==> src/rtl/shadow_bank_pkg.sv <==
// Package: shared widths, slot addresses and update classes for the
// shadow register bank. Assumes 6-bit slots and a 6-bit slot address.
package shadow_bank_pkg;
    localparam int SLOT_W  = 6;
    localparam int ADDR_W  = 6;
    localparam int LINE_W  = 2 * SLOT_W;
    localparam int MODE_W  = 8;
    localparam int GAIN_W  = 10;
    localparam int CLAMP_W = 8;
    localparam int TINT_W  = 6;

    typedef enum logic { UPD_LOAD = 1'b0, UPD_SYNC = 1'b1 } upd_cls_t;

    localparam logic [ADDR_W-1:0] A_MODE  = 6'h00;
    localparam logic [ADDR_W-1:0] A_GAIN  = 6'h02;
    localparam logic [ADDR_W-1:0] A_CLAMP = 6'h04;
    localparam logic [ADDR_W-1:0] A_TINT  = 6'h08;
    localparam logic [ADDR_W-1:0] A_LINE  = 6'h10;
    localparam logic [ADDR_W-1:0] A_HOLD  = 6'h12;
    localparam logic [ADDR_W-1:0] A_POL   = 6'h13;
    localparam logic [ADDR_W-1:0] A_FIELD = 6'h14;
endpackage

==> src/rtl/sb_cell.sv <==
// Module: one configuration register with a shadow stage.
// Registers wider than one slot take their low bits from a low staging
// latch and stage on the upper-slot write. Narrower registers stage on
// their single slot. The staged value moves to q on the commit event of
// the register's class. Assumes 1 <= W <= 2*SLOT_W.
module sb_cell
    import shadow_bank_pkg::*;
#(
    parameter int               W       = 6,
    parameter logic [ADDR_W-1:0] LO_ADDR = '0,
    parameter logic [W-1:0]     RST_VAL = '0,
    parameter upd_cls_t         CLS     = UPD_LOAD
) (
    input  logic              clk,
    input  logic              rst_n,
    input  logic              wr_en,
    input  logic [ADDR_W-1:0] wr_addr,
    input  logic [SLOT_W-1:0] wr_data,
    input  logic              load_evt,
    input  logic              sync_evt,
    output logic [W-1:0]      q
);
    localparam bit WIDE = (W > SLOT_W);

    logic [W-1:0] shadow_q;
    logic         armed_q;
    logic [W-1:0] stage_nxt;
    logic         stage_we;
    logic         commit;
    logic         unused_data;

    assign unused_data = ^wr_data;
    assign commit      = (CLS == UPD_SYNC) ? sync_evt : load_evt;

    generate
        if (WIDE) begin : g_wide
            localparam int               HI_W    = W - SLOT_W;
            localparam logic [ADDR_W-1:0] HI_ADDR = LO_ADDR + ADDR_W'(1);
            logic [SLOT_W-1:0] lo_q;
            logic              hit_lo;

            assign hit_lo = wr_en && (wr_addr == LO_ADDR);

            // Low staging latch: keeps the last data written to the lower slot.
            always_ff @(posedge clk) begin
                if (!rst_n)
                    lo_q <= RST_VAL[SLOT_W-1:0];
                else if (hit_lo)
                    lo_q <= wr_data;
            end

            assign stage_we  = wr_en && (wr_addr == HI_ADDR);
            assign stage_nxt = {wr_data[HI_W-1:0], lo_q};
        end else begin : g_narrow
            assign stage_we  = wr_en && (wr_addr == LO_ADDR);
            assign stage_nxt = wr_data[W-1:0];
        end
    endgenerate

    // Shadow and active stages: a commit moves an armed shadow value to q; a
    // new staging write loads the shadow and wins the armed flag.
    always_ff @(posedge clk) begin
        if (!rst_n) begin
            shadow_q <= RST_VAL;
            armed_q  <= 1'b0;
            q        <= RST_VAL;
        end else begin
            if (commit && armed_q) begin
                q       <= shadow_q;
                armed_q <= 1'b0;
            end
            if (stage_we) begin
                shadow_q <= stage_nxt;
                armed_q  <= 1'b1;
            end
        end
    end
endmodule

==> src/rtl/sb_sync.sv <==
// Module: commit event generator. Finds the sload rise and the leading
// edges of vd and hd after the polarity flip, counts hd leading edges
// from the last vd leading edge, and raises sync_evt on the selected line
// unless hold is set. Assumes the inputs are synchronous to clk.
module sb_sync #(
    parameter int LINE_W = 12
) (
    input  logic              clk,
    input  logic              rst_n,
    input  logic              sload,
    input  logic              vd,
    input  logic              hd,
    input  logic              pol,
    input  logic              hold,
    input  logic [LINE_W-1:0] line_sel,
    output logic              load_evt,
    output logic              sync_evt
);
    logic              sload_q, vd_q, hd_q;
    logic              vd_act, hd_act, vd_lead, hd_lead;
    logic [LINE_W-1:0] line_cnt;

    assign vd_act = pol ? vd : ~vd;
    assign hd_act = pol ? hd : ~hd;

    // Previous-cycle samples for edge detection.
    always_ff @(posedge clk) begin
        if (!rst_n) begin
            sload_q <= 1'b0;
            vd_q    <= 1'b0;
            hd_q    <= 1'b0;
        end else begin
            sload_q <= sload;
            vd_q    <= vd_act;
            hd_q    <= hd_act;
        end
    end

    assign vd_lead  = vd_act & ~vd_q;
    assign hd_lead  = hd_act & ~hd_q;
    assign load_evt = sload & ~sload_q;

    // Line counter: cleared by a vertical leading edge, advanced by horizontal ones.
    always_ff @(posedge clk) begin
        if (!rst_n)
            line_cnt <= '0;
        else if (vd_lead)
            line_cnt <= '0;
        else if (hd_lead)
            line_cnt <= line_cnt + 1'b1;
    end

    assign sync_evt = hd_lead && (line_cnt == line_sel) && !hold;
endmodule

==> src/rtl/shadow_bank.sv <==
// Module: top of the paired-write shadow register bank. Routes the slot
// write port to every register cell and feeds each cell the commit event
// of its class. Assumes writes arrive already decoded, one per cycle.
module shadow_bank
    import shadow_bank_pkg::*;
(
    input  logic               clk,
    input  logic               rst_n,
    input  logic               wr_en,
    input  logic [ADDR_W-1:0]  wr_addr,
    input  logic [SLOT_W-1:0]  wr_data,
    input  logic               sload,
    input  logic               vd,
    input  logic               hd,
    output logic [MODE_W-1:0]  mode_q,
    output logic [GAIN_W-1:0]  gain_q,
    output logic [CLAMP_W-1:0] clamp_q,
    output logic [TINT_W-1:0]  tint_q,
    output logic [LINE_W-1:0]  line_sel_q,
    output logic               hold_q,
    output logic               sync_pol_q,
    output logic               field_q
);
    localparam logic [GAIN_W-1:0]  GAIN_RST  = GAIN_W'(10'h096);
    localparam logic [CLAMP_W-1:0] CLAMP_RST = CLAMP_W'(8'h80);

    logic load_evt;
    logic sync_evt;

    sb_sync #(.LINE_W(LINE_W)) u_sync (
        .clk(clk), .rst_n(rst_n), .sload(sload), .vd(vd), .hd(hd),
        .pol(sync_pol_q), .hold(hold_q), .line_sel(line_sel_q),
        .load_evt(load_evt), .sync_evt(sync_evt)
    );

    sb_cell #(.W(MODE_W), .LO_ADDR(A_MODE), .RST_VAL('0), .CLS(UPD_LOAD)) u_mode (
        .clk(clk), .rst_n(rst_n), .wr_en(wr_en), .wr_addr(wr_addr), .wr_data(wr_data),
        .load_evt(load_evt), .sync_evt(sync_evt), .q(mode_q)
    );

    sb_cell #(.W(GAIN_W), .LO_ADDR(A_GAIN), .RST_VAL(GAIN_RST), .CLS(UPD_SYNC)) u_gain (
        .clk(clk), .rst_n(rst_n), .wr_en(wr_en), .wr_addr(wr_addr), .wr_data(wr_data),
        .load_evt(load_evt), .sync_evt(sync_evt), .q(gain_q)
    );

    sb_cell #(.W(CLAMP_W), .LO_ADDR(A_CLAMP), .RST_VAL(CLAMP_RST), .CLS(UPD_SYNC)) u_clamp (
        .clk(clk), .rst_n(rst_n), .wr_en(wr_en), .wr_addr(wr_addr), .wr_data(wr_data),
        .load_evt(load_evt), .sync_evt(sync_evt), .q(clamp_q)
    );

    sb_cell #(.W(TINT_W), .LO_ADDR(A_TINT), .RST_VAL('0), .CLS(UPD_SYNC)) u_tint (
        .clk(clk), .rst_n(rst_n), .wr_en(wr_en), .wr_addr(wr_addr), .wr_data(wr_data),
        .load_evt(load_evt), .sync_evt(sync_evt), .q(tint_q)
    );

    sb_cell #(.W(LINE_W), .LO_ADDR(A_LINE), .RST_VAL('0), .CLS(UPD_LOAD)) u_line (
        .clk(clk), .rst_n(rst_n), .wr_en(wr_en), .wr_addr(wr_addr), .wr_data(wr_data),
        .load_evt(load_evt), .sync_evt(sync_evt), .q(line_sel_q)
    );

    sb_cell #(.W(1), .LO_ADDR(A_HOLD), .RST_VAL(1'b0), .CLS(UPD_LOAD)) u_hold (
        .clk(clk), .rst_n(rst_n), .wr_en(wr_en), .wr_addr(wr_addr), .wr_data(wr_data),
        .load_evt(load_evt), .sync_evt(sync_evt), .q(hold_q)
    );

    sb_cell #(.W(1), .LO_ADDR(A_POL), .RST_VAL(1'b0), .CLS(UPD_LOAD)) u_pol (
        .clk(clk), .rst_n(rst_n), .wr_en(wr_en), .wr_addr(wr_addr), .wr_data(wr_data),
        .load_evt(load_evt), .sync_evt(sync_evt), .q(sync_pol_q)
    );

    sb_cell #(.W(1), .LO_ADDR(A_FIELD), .RST_VAL(1'b1), .CLS(UPD_SYNC)) u_field (
        .clk(clk), .rst_n(rst_n), .wr_en(wr_en), .wr_addr(wr_addr), .wr_data(wr_data),
        .load_evt(load_evt), .sync_evt(sync_evt), .q(field_q)
    );
endmodule

==> config.mk <==
export PLATFORM = sky130hd
export DESIGN_NAME = shadow_bank
export DESIGN_NICKNAME = d
export VERILOG_FILES = /design/src/rtl/shadow_bank_pkg.sv /design/src/rtl/sb_cell.sv /design/src/rtl/sb_sync.sv /design/src/rtl/shadow_bank.sv
export SDC_FILE = /design/constraint.sdc
export NUM_CORES = 1
export LEC_CHECK = 0
export ABC_AREA = 1
export CAP_MARGIN = 25
export CORE_MARGIN = 2
export CORE_UTILIZATION = 50
export CTS_CLUSTER_DIAMETER = 80
export CTS_CLUSTER_SIZE = 16
export DETAILED_ROUTE_END_ITERATION = 6
export GPL_ROUTABILITY_DRIVEN = 0
export PLACE_DENSITY = 0.81
export SETUP_SLACK_MARGIN = 0.05
export SLEW_MARGIN = 30
export SYNTH_ARGS = -nofsm -noshare
export SYNTH_HDL_FRONTEND = slang
export SYNTH_SLANG_ARGS = --single-unit
==> constraint.sdc <==
create_clock -name clk -period 1.3 [get_ports clk]
set_input_delay 0.195 -clock clk [delete_from_list [all_inputs] [get_ports clk]]
set_output_delay 0.195 -clock clk [all_outputs]
set_load 0.02 [all_outputs]
==> flow_summary.toml <==
[clock_network]
htree_levels = 4
root_buffer = "clkbuf_8"
cts.clk_slew.worst_paths_ns = 0.06
clk_path_buf_depth = 2
cts_tree = "built"
clkSinkCount = 141
cts-hold-fix-buffers = 0
clk_latency_ns = 0.53
numCtsBuffers = 17

[floorplanning]
initial_core_util = 0.515
rows = 38
core_area_um2 = 10900
pin_count = 65
die_w_um = 110
die-height_um = 110
design.die.area_um2 = 12100

[placement]
portBuffers = 64
placed_area_um2 = 7040
dpl.hpwl_um = 9650
dp.cells = 1031

[detailed_routing]
vias = 5908
wl_per_cell_um = 16.5
ant_nets = 0
vias_per_cell = 5.44
drt_pass1_iterations = 6
drc = 0
drtIter0Drc = 524
routed_wl_um = 18000

[logic_synthesis]
synth_top_family_by_area = "simple AND/OR/NAND/NOR gates"
syn_area_um2 = 5600
muxShareOfSynthArea = 0
yosysWarnings = 0
avgSynthCellArea_um2 = 7.30
synth-adder-area-share = 0.00223
netlist_instances = 768
synth_nets = 787
synth_seq_cells = 141
yosys.area_share.simple = 0.259
synth_compound_area_frac = 0.131
synthXorXnorAreaFrac = 0.00625
yosysSeqAreaShare = 0.504
synth_cell_type_count = 29

[critical_path]
path_cells = "inv_2 > nand2_1 > nand2_1 > nand3_1 > nor2_4 > buf_6 > buf_6 > nand4_1 > nand2_1 > nor2_1"
worstPathRequired_ns = 1.72
critPathArrivalTime_ns = 2.12
cp_top_family = "simple AND/OR/NAND/NOR gates"
end_kind = "flop"
crit_type = "flop to flop"
crit_fanout = 7
path_buf_inv = 3
critical_path.max_stage_delay_ns = 0.37
startpoint_type = "flop"
cp_common_cell = "nand2_1"
worst_path_max_delay_cell = "dfxtp_1"

[sta]
setup_violations = 45
rsz0062_at_grt = "yes"
slew_headroom = 0.621
fin_ws_ns = -0.396
finalCriticalPeriod_ns = 1.70
max_freq_ghz = 0.590
fin_worst_skew_ns = 0.00607
slew_violations = 0
finalHoldViolCount = 0
period_share = 1.30
worst_pin_slew_ns = 0.568

[status]
violations = "setup timing"
status = "finished, violations left"

[cells_and_area]
antenna_cells_inserted = 0
design_area_um2 = 8150
fin_cells = 1086
area_delta_synth_final_pct = 45.5
drive_gt1_frac = 0.329
fin_nets = 952
nFillCells = 711

[global_routing]
grt_pass1_wl_um = 26700
grt_pass1_vias = 5581
grt_max_degree = 46
grt_usage = 0.286
grt_overflow = 0
antenna_found_initial = 0

[pwr]
p_per_area_nw_per_um2 = 1190
max-vdd-ir-drop_uv = 1240
p_leak_nw = 3.60

[run]
drv_cap = 0

[hold_path]
hp-class = "input pin to flop"
## worst register-to-register path, delay by kind of cell, from the launching register on
kind / cells / cell delay (ns)
buf+inv: 3 / 0.42
flops: 1 / 0.37
simple gates: 7 / 0.80
## cell usage after synthesis
library cell | number | area, um2
dfxtp_1 | 141 | 2820
nand2_1 | 135 | 507
nor2_1 | 129 | 484
inv_1 | 104 | 390
o21ai_0 | 80 | 400
a21oi_1 | 61 | 305
nand3_1 | 33 | 165
nand4_1 | 27 | 169
clkbuf_1 | 24 | 90.1
buf_1 | 3 | 11.3
nor3_1 | 3 | 15.0
o211ai_1 | 3 | 22.5
xor2_1 | 3 | 26.3
buf_2 | 2 | 10.0
buf_4 | 2 | 15.0
buf_6 | 2 | 22.5
inv_2 | 2 | 7.51
nand2_2 | 2 | 12.5
nand3_4 | 2 | 35.0
a31oi_1 | 1 | 6.26
and2_1 | 1 | 6.26
clkinv_1 | 1 | 3.75
ha_1 | 1 | 12.5
nand2_4 | 1 | 11.3
nor2_2 | 1 | 6.26
nor2_4 | 1 | 11.3
nor2_8 | 1 | 20.0
or2_2 | 1 | 6.26
xnor2_1 | 1 | 8.76
## power breakdown
part | internal [mW] | leakage (nW) | switching [mW]
Combinational | 0.283 | 2.18 | 0.384
Clock | 2.76 | 0.274 | 1.87
Sequential | 4.34 | 1.15 | 0.0238
## metal layers
metal / vias to the layer above / share of wire / track usage
met4: 0 / 0.039 / 0.131
met1: 2752 / 0.39 / 0.340
li1: 2783 / - / -
met2: 304 / 0.49 / 0.486
met3: 69 / 0.078 / 0.0699
met5: - / 0 / 0
## timing repair
action                     CTS  global route
setup endpoints to repair  113           151
setup buffers               18            10
hold endpoints to repair     0             0
gates cloned                 1             1
pin swaps                   24            35
gates resized for setup    293           113
## layout make-up
class | count | area (um2) | share of cell area
clock inverters | 12 | 123 | 0.0150
repair inverters | 1 | 7.51 | 0.000921
clock buffers | 20 | 435 | 0.0534
multi-input cells | 488 | 2550 | 0.313
repair buffers | 177 | 1570 | 0.193
well taps | 140 | 175 | 0.0215
flip-flops and latches | 141 | 2870 | 0.352
inverters | 107 | 419 | 0.0514
## metrics by stage
stage                util  worst slack [ns]  hold slack [ns]  power [mW]  setup TNS, ns
floorplan               -            -0.122            0.288        4.71          -1.35
global placement    0.647            -0.588            0.440        4.95         -52.40
detailed placement  0.647            -0.628            0.448        4.96         -58.39
CTS                 0.717            -0.243            0.141        9.54          -6.49
global route        0.749            -0.443            0.149        9.90         -12.24
finish              0.749            -0.396            0.166        9.66          -9.62
## placed cells by master, fill, tap and decap left out, types with 16 or more instances in the layout
cell type / n
nand4_1: 27
nor2_1: 110
nand2_2: 22
dfxtp_2: 20
dfxtp_1: 115
buf_4: 100
inv_1: 88
a21oi_1: 52
o21ai_0: 68
buf_6: 45
nand2_1: 110
nand3_1: 29
clkbuf_16: 16
## sequential cells by signal (all words and copies together) (netlist names), 6 cells and up
signal / cells
u_mode.shadow_q: 8
u_gain.g_wide.lo_q: 6
u_tint.shadow_q: 6
u_clamp.g_wide.lo_q: 6
u_mode.q: 8
u_line.shadow_q: 12
u_mode.g_wide.lo_q: 6
u_tint.q: 6
u_line.q: 12
u_line.g_wide.lo_q: 6
u_sync.line_cnt: 12
u_gain.shadow_q: 10
u_clamp.shadow_q: 8
u_gain.q: 10
u_clamp.q: 8
## logic make-up after synthesis
| family | after synthesis |
|---|---|
| and+or+nand+nor | 337 |
| adders and majority gates | 1 |
| AOI/OAI and AO/OA | 145 |
| xor gates and xnor gates | 4 |
| DFF | 141 |
| buffers and inverters | 140 |
## worst paths after layout
| path | startpoint | end | slack [ns] | cells past startpoint |
|---|---|---|---|---|
| worst max register to register | u_sync.line_cnt[1] | u_gain.q[5] | -0.40 | 10 |
| worst min register to register | u_gain.q[1] | u_gain.q[1] | 0.46 | 2 |
| worst max-delay path | u_sync.line_cnt[1] | u_gain.q[5] | -0.40 | 10 |
| worst min-delay path | rst_n | u_sync.line_cnt[11] | 0.17 | 5 |
Power figures use the tool's default switching activity.
